### config.mk
export PLATFORM = sky130hd
export DESIGN_NAME = i2cs_byte_bridge
export DESIGN_NICKNAME = d
export VERILOG_FILES = /design/src/rtl/i2cs_pkg.sv /design/src/rtl/i2cs_glitch_filter.sv /design/src/rtl/i2cs_datapath.sv /design/src/rtl/i2cs_control.sv /design/src/rtl/i2cs_byte_bridge.sv
export SDC_FILE = /design/constraint.sdc
export NUM_CORES = 1
export LEC_CHECK = 0
export ABC_AREA = 0
export BUFFER_PORTS_ARGS = -buffer_cell sky130_fd_sc_hd__clkbuf_2
export CORE_MARGIN = 3
export CORE_UTILIZATION = 35
export CTS_BUF_LIST = sky130_fd_sc_hd__clkbuf_8
export DETAILED_ROUTE_END_ITERATION = 8
export GPL_TIMING_DRIVEN = 0
export PLACE_DENSITY_LB_ADDON = 0.05
export SYNTH_ARGS = -nofsm -noshare
export SYNTH_HDL_FRONTEND = slang
export SYNTH_HIERARCHICAL = 1
export SYNTH_SLANG_ARGS = --single-unit
### constraint.sdc
create_clock -name clk -period 3.2 [get_ports clk]
set_input_delay 0 -clock clk [delete_from_list [all_inputs] [get_ports clk]]
set_output_delay 0 -clock clk [all_outputs]
set_load 0.01 [all_outputs]
### src/rtl/i2cs_pkg.sv
`timescale 1ns/1ps
package i2cs_pkg;

  // What the datapath puts on SDA at a drive slot
  typedef enum logic [1:0] {
    SEL_REL  = 2'd0,  // release the line
    SEL_ACK  = 2'd1,  // pull low
    SEL_BIT  = 2'd2,  // present MSB of freshly loaded byte
    SEL_NEXT = 2'd3   // shift and present the following bit
  } sdaSel_e;

  typedef struct packed {
    logic    shiftIn;   // sample filtered SDA into shift register
    logic    loadTx;    // take target byte into shift register
    logic    capture;   // copy shift register to target data out
    logic    sdaUpd;    // update SDA drive this cycle
    sdaSel_e sdaSel;
  } ctlStrobes_t;

  typedef enum logic [2:0] {
    ST_IDLE, ST_ADDR, ST_ADDR_ACK, ST_RX, ST_RX_ACK, ST_TX, ST_TX_ACK, ST_IGNORE
  } state_e;

endpackage

### src/rtl/i2cs_glitch_filter.sv
`timescale 1ns/1ps
module i2cs_glitch_filter #(
  parameter int FILT_LEN = 3
) (
  input  logic clk,
  input  logic rst,
  input  logic rawIn,
  output logic filtOut
);
  localparam int CW = $clog2(FILT_LEN + 1);

  logic [1:0]    syncQ;
  logic [CW-1:0] runCnt;

  always_ff @(posedge clk or posedge rst) begin
    if (rst) begin
      syncQ   <= 2'b11;
      runCnt  <= '0;
      filtOut <= 1'b1;
    end else begin
      syncQ <= {syncQ[0], rawIn};
      if (syncQ[1] == filtOut) begin
        runCnt <= '0;
      end else if (runCnt == CW'(FILT_LEN - 1)) begin
        filtOut <= syncQ[1];
        runCnt  <= '0;
      end else begin
        runCnt <= runCnt + 1'b1;
      end
    end
  end
endmodule

### src/rtl/i2cs_datapath.sv
`timescale 1ns/1ps
module i2cs_datapath
  import i2cs_pkg::*;
(
  input  logic        clk,
  input  logic        rst,
  input  ctlStrobes_t ctl,
  input  logic        sdaFilt,
  input  logic [7:0]  tgtDataIn,
  output logic [7:0]  shiftByte,
  output logic [7:0]  tgtDataOut,
  output logic        busSdaOut
);
  logic [7:0] shiftReg;
  assign shiftByte = shiftReg;

  always_ff @(posedge clk or posedge rst) begin
    if (rst) begin
      shiftReg   <= '0;
      tgtDataOut <= '0;
      busSdaOut  <= 1'b1;
    end else begin
      if (ctl.shiftIn)
        shiftReg <= {shiftReg[6:0], sdaFilt};
      else if (ctl.loadTx)
        shiftReg <= tgtDataIn;
      else if (ctl.sdaUpd && ctl.sdaSel == SEL_NEXT)
        shiftReg <= {shiftReg[6:0], 1'b1};

      if (ctl.capture)
        tgtDataOut <= shiftReg;

      if (ctl.sdaUpd) begin
        case (ctl.sdaSel)
          SEL_REL:  busSdaOut <= 1'b1;
          SEL_ACK:  busSdaOut <= 1'b0;
          SEL_BIT:  busSdaOut <= shiftReg[7];
          SEL_NEXT: busSdaOut <= shiftReg[6];
          default:  busSdaOut <= 1'b1;
        endcase
      end
    end
  end
endmodule

### src/rtl/i2cs_control.sv
`timescale 1ns/1ps
module i2cs_control
  import i2cs_pkg::*;
#(
  parameter logic [6:0] SLAVE_ADDR = 7'h2A,
  parameter int         DRIVE_DLY  = 3
) (
  input  logic        clk,
  input  logic        rst,
  input  logic        sclFilt,
  input  logic        sdaFilt,
  input  logic [7:0]  shiftByte,
  output ctlStrobes_t ctl,
  output logic        tgtRd,
  output logic        tgtWr
);
  // a read byte must be loaded before its first bit is driven
  localparam int DLY = (DRIVE_DLY < 2) ? 2 : DRIVE_DLY;
  localparam int DW  = $clog2(DLY + 1);

  state_e        state, stN;
  logic [3:0]    bitCnt, cntN;
  logic          rw, rwN, masterAck, ackN;
  logic          sclPrev, sdaPrev;
  logic          dlyRun;
  logic [DW-1:0] dlyCnt;
  logic          rdEv, capEv;

  wire sclRise = sclFilt & ~sclPrev;
  wire sclFall = ~sclFilt & sclPrev;
  wire startEv = sclFilt & sclPrev & sdaPrev & ~sdaFilt;
  wire stopEv  = sclFilt & sclPrev & ~sdaPrev & sdaFilt;
  wire slot    = dlyRun & (dlyCnt == DW'(DLY - 1));

  always_comb begin
    stN = state; cntN = bitCnt; rwN = rw; ackN = masterAck;
    rdEv = 1'b0; capEv = 1'b0;
    ctl = '0;
    ctl.sdaSel = SEL_REL;
    ctl.loadTx = tgtRd;
    if (startEv) begin
      stN = ST_ADDR; cntN = '0;
    end else if (stopEv) begin
      stN = ST_IDLE; cntN = '0;
    end else begin
      case (state)
        ST_ADDR, ST_RX: begin
          if (sclRise && bitCnt < 4'd8) begin
            ctl.shiftIn = 1'b1;
            cntN = bitCnt + 4'd1;
          end
          if (slot && bitCnt == 4'd8) begin
            if (state == ST_RX) begin
              ctl.sdaUpd = 1'b1; ctl.sdaSel = SEL_ACK;
              ctl.capture = 1'b1; capEv = 1'b1;
              stN = ST_RX_ACK;
            end else if (shiftByte[7:1] == SLAVE_ADDR) begin
              ctl.sdaUpd = 1'b1; ctl.sdaSel = SEL_ACK;
              rwN = shiftByte[0];
              stN = ST_ADDR_ACK;
            end else begin
              stN = ST_IGNORE;
            end
          end
        end
        ST_ADDR_ACK: begin
          if (sclFall && rw) rdEv = 1'b1;
          if (slot) begin
            ctl.sdaUpd = 1'b1; cntN = '0;
            ctl.sdaSel = rw ? SEL_BIT : SEL_REL;
            stN = rw ? ST_TX : ST_RX;
          end
        end
        ST_RX_ACK: begin
          if (slot) begin
            ctl.sdaUpd = 1'b1; ctl.sdaSel = SEL_REL;
            cntN = '0; stN = ST_RX;
          end
        end
        ST_TX: begin
          if (sclRise) cntN = bitCnt + 4'd1;
          if (slot) begin
            ctl.sdaUpd = 1'b1;
            if (bitCnt < 4'd8) ctl.sdaSel = SEL_NEXT;
            else begin ctl.sdaSel = SEL_REL; stN = ST_TX_ACK; end
          end
        end
        ST_TX_ACK: begin
          if (sclRise) ackN = ~sdaFilt;
          if (sclFall) begin
            if (masterAck) rdEv = 1'b1;
            else stN = ST_IGNORE;
          end
          if (slot) begin
            ctl.sdaUpd = 1'b1; ctl.sdaSel = SEL_BIT;
            cntN = '0; stN = ST_TX;
          end
        end
        default: ;
      endcase
    end
  end

  always_ff @(posedge clk or posedge rst) begin
    if (rst) begin
      state <= ST_IDLE; bitCnt <= '0; rw <= 1'b0; masterAck <= 1'b0;
      sclPrev <= 1'b1; sdaPrev <= 1'b1;
      dlyRun <= 1'b0; dlyCnt <= '0;
      tgtRd <= 1'b0; tgtWr <= 1'b0;
    end else begin
      state <= stN; bitCnt <= cntN; rw <= rwN; masterAck <= ackN;
      sclPrev <= sclFilt; sdaPrev <= sdaFilt;
      tgtRd <= rdEv; tgtWr <= capEv;
      if (sclFall) begin
        dlyRun <= 1'b1; dlyCnt <= '0;
      end else if (slot) begin
        dlyRun <= 1'b0;
      end else if (dlyRun) begin
        dlyCnt <= dlyCnt + 1'b1;
      end
    end
  end
endmodule

### src/rtl/i2cs_byte_bridge.sv
`timescale 1ns/1ps
module i2cs_byte_bridge
  import i2cs_pkg::*;
#(
  parameter logic [6:0] SLAVE_ADDR = 7'h2A,
  parameter int         FILT_LEN   = 3,
  parameter int         DRIVE_DLY  = 3
) (
  input  logic       clk,
  input  logic       rst,
  input  logic       busSdaIn,
  input  logic       busSclIn,
  input  logic [7:0] tgtDataIn,
  output logic       busSdaOut,
  output logic [7:0] tgtDataOut,
  output logic       tgtRd,
  output logic       tgtWr
);
  localparam int NLINES = 2;

  logic [NLINES-1:0] rawLines, filtLines;
  logic              sdaFilt, sclFilt;
  logic [7:0]        shiftByte;
  ctlStrobes_t       ctl;

  assign rawLines = {busSclIn, busSdaIn};
  assign sdaFilt  = filtLines[0];
  assign sclFilt  = filtLines[1];

  for (genvar g = 0; g < NLINES; g++) begin : g_filt
    i2cs_glitch_filter #(.FILT_LEN(FILT_LEN)) filt_i (
      .clk(clk), .rst(rst), .rawIn(rawLines[g]), .filtOut(filtLines[g])
    );
  end

  i2cs_control #(.SLAVE_ADDR(SLAVE_ADDR), .DRIVE_DLY(DRIVE_DLY)) ctrl_i (
    .clk(clk), .rst(rst), .sclFilt(sclFilt), .sdaFilt(sdaFilt),
    .shiftByte(shiftByte), .ctl(ctl), .tgtRd(tgtRd), .tgtWr(tgtWr)
  );

  i2cs_datapath dp_i (
    .clk(clk), .rst(rst), .ctl(ctl), .sdaFilt(sdaFilt),
    .tgtDataIn(tgtDataIn), .shiftByte(shiftByte),
    .tgtDataOut(tgtDataOut), .busSdaOut(busSdaOut)
  );
endmodule

# Yosys cells after proc, flatten, opt, wreduce, memory -nomap -nowiden
# Index checks and enable logic that the tools add are counted.
[totals]
output_inout_bits = 11
in_bits = 12
elab_cells = 148
register_bits = 43
[op_classes]
reduce_logical = 19
muxes = 61
order_cmp = 1
add_sub_neg = 4
n_bitwise = 17
n_eq_ne = 27
[op_table]
columns = ["op", "n"]
rows = [
  ["$mux W3", 19],
  ["$mux W4", 8],
  ["$pmux W3 S5", 2],
  ["$ne A4 B1 Y1 const B", 7],
  ["$mux W8", 3],
  ["$mux W2", 9],
  ["$mux W1", 17],
  ["$pmux W4 S3", 1],
  ["$eq A2 B2 Y1 const B", 5],
  ["$eq A3 B3 Y1 const B", 3],
  ["$not A1 Y1", 9],
  ["$and A1 B1 Y1", 8],
  ["$reduce_and A4 Y1", 2],
  ["$reduce_and A8 Y1", 1],
  ["$eq A7 B6 Y1 const B", 1],
  ["$reduce_bool A7 Y1", 1],
  ["$add A2 B1 Y2 const B", 3],
  ["$eq A3 B2 Y1 const B", 2],
  ["$reduce_and A2 Y1", 3],
  ["$reduce_and A6 Y1", 1],
  ["$ne A5 B1 Y1 const B", 1],
  ["$ne A5 B5 Y1 const B", 1],
  ["$reduce_bool A5 Y1", 1],
  ["$add A4 B1 Y4 const B", 1],
  ["15 further kinds", 20],
]

# Longest topological paths before layout
# Gate-level depths: netlist of run 1.
[logic_depth]
depth_word = 12
depth_mapped = 10
mapped_depth_nobuf = 9

# Cells and area by module
# Netlist of run 1, hierarchy kept.
[by_module_without_submodules]
columns = ["mod", "area_each_um2", "instances", "seq_area_each_um2", "cells_each"]
rows = [
  ["i2cs_control", 1263.7, 1, 402.9, 134],
  ["i2cs_datapath", 755.7, 1, 426.7, 60],
  ["i2cs_glitch_filter", 182.7, 2, 128.9, 11],
]

# Worst setup path before layout of run 1
# No wires, ideal clock.
[synth_path]
path_type = "reg2reg"
start = "reg ctrl_i.bitCnt[0]"
end = "reg dp_i.shiftReg[3] (netlist: dp_i/shiftByte[3])"
synth_period_minus_slack_ns = 2.399
n_path_buf = 1
path_slack_ns = 0.801
t_arrival_ns = 2.261
setup_time_ns = 0.138
t_required_ns = 3.062
path_stages_with_launch = 10
cell_sequence = "dfrtp_1 > inv_1 > ha_1 > and4bb_4 > nor2_1 > a2111oi_0 > a311oi_4 > buf_6 > nand2_1 > o21ai_0"
[synth_lines]
columns = ["element", "line", "rtl"]
rows = [
  ["start: declaration", "i2cs_control.sv:22", "logic [3:0] bitCnt, cntN;"],
  ["start signal: assignment", "i2cs_control.sv:111", "state <= stN; bitCnt <= cntN; rw <= rwN; masterAck <= ackN;"],
  ["end signal: assignment", "i2cs_datapath.sv:24", "shiftReg <= {shiftReg[6:0], sdaFilt};"],
  ["end signal: assignment", "i2cs_datapath.sv:26", "shiftReg <= tgtDataIn;"],
  ["end signal: assignment", "i2cs_datapath.sv:28", "shiftReg <= {shiftReg[6:0], 1'b1};"],
  ["end: declaration", "i2cs_datapath.sv:14", "logic [7:0] shiftReg;"],
]

==> run metrics, run 1 <==
worst hold path startpoint=tgtDataIn[1]; reg2reg start=dp_i/shiftByte[6]; Pre-antenna DRT Iters=4; fin area=2765 sq um; worst-path fanout max=10; Post-Route Setup TNS=0 ns; critical path capture point type=flop; IO Pins=23; multiplexer share of the synthesized area=0.09759; Sw Ratio=0.3750; sequential share of power=0.461; CP Data Arrival Time=approximately 3 ns; largest family of logic cells by synthesized area=simple AND/OR/NAND/NOR gates; core area=6459 sq um; TritonCTS clock tree=done; r2r endpoint=dp_i/shiftByte[5]; Compound-Gate Fraction of Synth Area=0.1721; vias per inst=5.117; All-Layer GR Usage=0.1383; distinct cell type count of the synthesized netlist=58; Placed Area=2591 sq um; worst hold path endpoint=dp_i/shiftByte[1]; grt ovf=0; total die area=7840 sq um; Synth Flop Type=dfrtp_1; syn_area_per_cell=11.04 sq um; first-pass GRT wire length=around 8.3 mm; Setup-failing EPs final=0; IO Port Bufs=22; xor/xnor cell area share of the yosys netlist=0.01836; # nets final=269; Pint=1.191 mW; clk_lat worst skew=0.29 ns; initial drt markers=52; Worst Tran Pin Value=1.088 ns; max-cap viol count=0; pin count of the biggest net entering global routing=18; Gate power share=0.363; crit share post-route=0.8857; Reg2Reg Depth=8; Pleak=1.242 nW; FMAX=between 300 and 400 MHz; pwr/cell area=688.9 nW/um^2; Mapped Cells=216; count of flip-flops with a built-in enable after synthesis=0; Die Ht=88.55 um; setup repair bufs after CTS=0; Initial Util=0.3692; worst hold path depth=3; P_sw=0.7142 mW; Rows=29; CP Class=reg2reg; CTS Sinks=43; drt wl/cell=14.87 um; Yosys Warn Count=6; Crit path required time=about 3.4 ns; Max IR drop VDD=0.3360 mV; routed wire length=between 4 and 5 mm; antenna viol nets, final=0; Area growth, synth to finish=15.95%; flop2flop setup slack=0.37 ns; antenna violations before repair=0; area of the mapped netlist=2385 sq um; simple logic cell fraction of the synthesized area=0.1763; Die X=88.55 um; antenna cells=0; CP Launch Type=flop; DRC errors left=0; Reg clk slew, reported paths=0.09 ns; Layout Skew=0.008882 ns; H-tree depth=2; worst min path class=in2reg; async set or reset register ratio after synthesis=1.000; Final Hold Viols=0; Max Root-Sink Buffers=2; fraction of the mapped netlist area in adder cells=0.01574; RSZ-0062 raised after global routing=false; CTS Buf Count=5; minimum clock period after layout=between 2 and 3 ns; layout cell share with drive strength beyond 1=0.2980; Final Wtd Congestion=0.8307; run status=finished clean; count of pins over their slew limit=0; Slew HR=0.2559; clock root cell=clkbuf_8; Syn Nets=approximately 230; register area share after synthesis=0.4559; vias in the first global route=1670; register bit total from synthesis=between 40 and 50; via count=1699; clock power share=0.177; cts repair resizes=0; Post-DP HPWL=3.572 mm
==> what timing repair did <==
item                       in CTS  in global routing
hold buffers                    9                  0
hold endpoints to repair       48                  0
setup endpoints to repair       0                  0
==> worst max-delay path by stage <==
stage,startpoint,to
after CTS,dp_i/shiftByte[6],dp_i/shiftByte[1]
after global routing,dp_i/shiftByte[6],dp_i/shiftByte[6]
final,dp_i/shiftByte[6],dp_i/shiftByte[5]
after floorplan,ctrl_i/bitCnt[0],dp_i/shiftByte[3]
after detailed placement,dp_i/shiftByte[6],dp_i/shiftByte[5]
after global placement,dp_i/shiftByte[6],dp_i/shiftByte[2]
==> worst max-delay path, cell delays in order, from the launching register on <==
cell	delay (ns)
dfrtp_1	0.43
nor4bb_1	0.31
buf_2	0.24
a311oi_1	0.10
a2111oi_0	0.96
a311oi_4	0.30
buf_6	0.24
nand2_1	0.05
o21ai_0	0.07
==> through the flow <==
stage / std cells / util / setup WS (ns) / power (mW) / hold slack, ns
2_1_floorplan: 216 / - / 0.8012 / 1.401 / -0.2237
3_3_place_gp: 315 / 0.4012 / 0.2956 / 1.583 / -0.07160
3_5_place_dp: 315 / 0.4012 / 0.3191 / 1.576 / -0.07114
4_1_cts: 332 / 0.4281 / 0.2903 / 1.933 / 0.02224
5_1_grt: 332 / 0.4281 / 0.1155 / 2.066 / 0.02115
6_report: 332 / 0.4281 / 0.3659 / 1.905 / 0.01714
==> cell families (layout without fill, tap and decap cells) <==
logic type | Yosys count | after routing
simple gates | 69 | 69
compound gates | 47 | 47
flops | 43 | 43
buf+inv | 28 | 67
mux | 21 | 21
xor+xnor | 5 | 5
fa+ha+maj | 3 | 3
==> registers in the layout (all words and copies together), names as in the netlist <==
register / flops
ctrl_i/bitCnt: 4
ctrl_i/dlyCnt: 2
ctrl_i/dlyRun: 1
ctrl_i/masterAck: 1
ctrl_i/rw: 1
ctrl_i/sclPrev: 1
ctrl_i/sdaPrev: 1
ctrl_i/state: 3
ctrl_i/tgtRd: 1
ctrl_i/tgtWr: 1
dp_i/busSdaOut: 1
dp_i/shiftByte: 8
dp_i/tgtDataOut: 8
g_filt.filt_i/filtOut: 2
g_filt.filt_i/runCnt: 4
g_filt.filt_i/syncQ: 4
==> synth_stat cells (all sizes together) (4+ instances only) <==
cell      n  share of area
a2111oi   4          0.020
a211oi    4          0.013
a21oi     6          0.013
a311oi    4          0.025
buf      12          0.038
dfrtp    34           0.36
dfstp     9          0.099
inv      15          0.024
mux2     12          0.060
mux2i     9          0.038
nand2    15          0.024
nand2b    4          0.014
nand3     6          0.013
nor2     11          0.017
nor2b     6          0.022
nor3      7          0.015
o21ai    10          0.021
==> cell type report <==
class                           count  area (sq um)
Timing Repair Buffer               31         200.2
Clock buffer                        5         68.82
Fill cell                         641          3694
Clock inverter                      3         15.01
Inverter                           15         56.30
Tap cell                           77         96.34
Sequential cell                    43          1087
Buffer                             13         96.34
Multi-Input combinational cell    145          1145
==> layout by cell type, fill, tap and decap left out, types with 9 or more instances in the layout <==
| master | instances |
|---|---|
| mux2_2 | 10 |
| inv_1 | 17 |
| nor2_1 | 11 |
| dfstp_2 | 9 |
| dlygate4sd3_1 | 9 |
| o21ai_0 | 9 |
| mux2i_1 | 9 |
| dfrtp_1 | 34 |
| clkbuf_2 | 23 |
| nand2_1 | 15 |
==> per-layer routing <==
layer,wire length (um),global-route usage
met5,0,0
met4,51,0.04258
met1,2588,0.2061
met3,144,0.03352
met2,2152,0.1971
==> power groups by stage <==
stage                     clock network (mW)  logic (mW)  registers, mW
final                                  0.337       0.691          0.878
after global routing                   0.385       0.775          0.906
after CTS                              0.355       0.699          0.880
after detailed placement                   0       0.684          0.892
after global placement                     0       0.691          0.892
after floorplan                            0       0.564          0.837
Note: power is estimated with default switching activity, not from simulation.
==> inputs of run 2 (changes only) <==
CTS_BUF_LIST = unset   (was sky130_fd_sc_hd__clkbuf_8)
==> run metrics, run 2 (synthesis gave the netlist of run 1 again) <==
run status=finished clean (unchanged); worst min path class=in2reg (unchanged); vias per inst=5.102 (was 5.117); CP Class=reg2reg (unchanged); Filler cells=641 (unchanged); grt ovf=0 (unchanged); Max Root-Sink Buffers=2 (unchanged); Max IR drop VDD=0.3409 mV (was 0.3360 mV); most frequent cells in the layout=34 x dfrtp_1, 23 x clkbuf_2, 15 x nand2_1, 15 x inv_1, 11 x nor2_1 (was 34 x dfrtp_1, 23 x clkbuf_2, 17 x inv_1); setup repair bufs after CTS=0 (unchanged); Post-Route Setup TNS=0 ns (unchanged); Gate power share=0.361 (was 0.363); pwr/cell area=691.1 nW/um^2 (was 688.9 nW/um^2); vias in the first global route=1670 (unchanged); FMAX=353.4 MHz (was 352.8 MHz); CP Data Arrival Time=3.00 ns (about the same); Slew HR=0.2552 (was 0.2559); antenna viol nets, final=0 (unchanged); # nets final=269 (unchanged); CTS Sinks=43 (unchanged); sequential share of power=0.459 (was 0.461); clock power share=0.179 (was 0.177); drt wl/cell=14.85 um (was 14.87 um); most common cell after layout, fill and taps aside=dfrtp_1 (unchanged); core area=6459 sq um (unchanged); TritonCTS clock tree=done (unchanged); clk_lat worst skew=0.29 ns (about the same); critical path capture point type=flop (unchanged); H-tree depth=2 (unchanged); Die X=88.55 um (unchanged); CP Launch Type=flop (unchanged); CTS Buf Count=5 (unchanged); Final Hold Viols=0 (unchanged); IO Port Bufs=22 (unchanged); Crit path required time=3.37 ns (about the same); worst hold path depth=3 (unchanged); IO Pins=23 (unchanged); Initial Util=0.3692 (unchanged); P_sw=0.7139 mW (was 0.7142 mW); Pleak=1.234 nW (was 1.242 nW); final non-filler cell total=332 (unchanged); Pre-antenna DRT Iters=4 (unchanged); Sw Ratio=0.3736 (was 0.3750); Area growth, synth to finish=15.95% (unchanged); DRC errors left=0 (unchanged); count of pins over their slew limit=0 (unchanged); Pint=1.197 mW (was 1.191 mW); antenna violations before repair=0 (unchanged); All-Layer GR Usage=0.1383 (unchanged); Reg clk slew, reported paths=0.09 ns (about the same); Post-Place Cells=315 (unchanged); total die area=7840 sq um (unchanged); worst-path fanout max=10 (unchanged); layout cell share with drive strength beyond 1=0.2980 (unchanged); Layout Skew=0.009173 ns (was 0.008882 ns); Setup-failing EPs final=0 (unchanged); antenna cells=0 (unchanged); routed wire length=4.929 mm (was 4.936 mm); Worst Tran Pin Value=1.089 ns (was 1.088 ns); Post-DP HPWL=3.572 mm (unchanged); first-pass GRT wire length=8.349 mm (unchanged); pin count of the biggest net entering global routing=18 (unchanged); minimum clock period after layout=2.830 ns (was 2.834 ns); RSZ-0062 raised after global routing=false (unchanged); Reg2Reg Depth=8 (unchanged); Rows=29 (unchanged); clock root cell=clkbuf_8 (unchanged); crit share post-route=0.8843 (was 0.8857); max-cap viol count=0 (unchanged); initial drt markers=53 (was 52); Die Ht=88.55 um (unchanged); via count=1694 (was 1699); Final Wtd Congestion=0.8307 (unchanged)
==> run 2: changes by cell type in the layout (fill, tap and decap cells not counted), sizes merged <==
cell	delta
clkbuf	+2
inv	-2
==> run 2: power by group through the flow <==
stage | Sequential [mW] | Combinational, mW | Clock (mW)
3_5_place_dp | 0.892 | 0.684 | 0
3_3_place_gp | 0.892 | 0.691 | 0
6_report | 0.877 | 0.690 | 0.343
2_1_floorplan | 0.837 | 0.564 | 0
5_1_grt | 0.906 | 0.775 | 0.391
4_1_cts | 0.880 | 0.699 | 0.361
==> run 2: metal layers <==
| metal | up-vias | track usage | wire [um] |
|---|---|---|---|
| met1 | 812 | 0.2061 | 2596 |
| met5 | - | 0 | 0 |
| li1 | 853 | - | - |
| met3 | 6 | 0.03352 | 131 |
| met2 | 23 | 0.1971 | 2150 |
| met4 | 0 | 0.04258 | 51 |
==> run 2: layout make-up <==
| type | count | area, sq um | share of cell area |
|---|---|---|---|
| clock buffer | 7 | 76.32 | 0.02760 |
| multi-input combinational | 145 | 1145 | 0.4140 |
| tap | 77 | 96.34 | 0.03484 |
| inverter | 15 | 56.30 | 0.02036 |
| clock inverter | 1 | 7.507 | 0.002715 |
| timing repair buffer | 31 | 200.2 | 0.07240 |
| buffer | 13 | 96.34 | 0.03484 |
| sequential | 43 | 1087 | 0.3932 |
==> run 2: per-stage QoR <==
step | total power, mW | area, sq um | hold slack, ns | utilization | worst slack, ns
after floorplan | 1.401 | 2385 | -0.2237 | - | 0.8012
after detailed placement | 1.576 | 2591 | -0.07114 | 0.4012 | 0.3191
final | 1.911 | 2765 | 0.01735 | 0.4281 | 0.3701
after CTS | 1.939 | 2765 | 0.02290 | 0.4281 | 0.2896
after global routing | 2.071 | 2765 | 0.02164 | 0.4281 | 0.1156
after global placement | 1.583 | 2591 | -0.07160 | 0.4012 | 0.2956
==> run 2: final timing paths <==
check                      slack (ns)                         end                 startpoint
max                              0.37           dp_i/shiftByte[5]          dp_i/shiftByte[6]
min                              0.02           dp_i/shiftByte[1]               tgtDataIn[1]
max reg2reg                      0.37           dp_i/shiftByte[5]          dp_i/shiftByte[6]
min reg2reg                      0.36   g_filt[1].filt_i/syncQ[1]  g_filt[1].filt_i/syncQ[0]
max in group asynchronous        2.37            ctrl_i/bitCnt[2]                        rst
min in group asynchronous        0.16  g_filt[0].filt_i/runCnt[1]                        rst
==> run 2: what timing repair did <==
item                                   4_1_cts  5_1_grt
setup endpoints to repair                    0        0
gates resized for setup                      0        0
hold buffers                                 9        0
endpoints found under the hold margin       48        0
==> run 2: worst max-delay path, stage by stage, from the launching register on <==
cell and delay [ns]:
dfrtp_1 0.43, nor4bb_1 0.31, buf_2 0.23, a311oi_1 0.10
a2111oi_0 0.96, a311oi_4 0.30, buf_6 0.24, nand2_1 0.05
o21ai_0 0.07
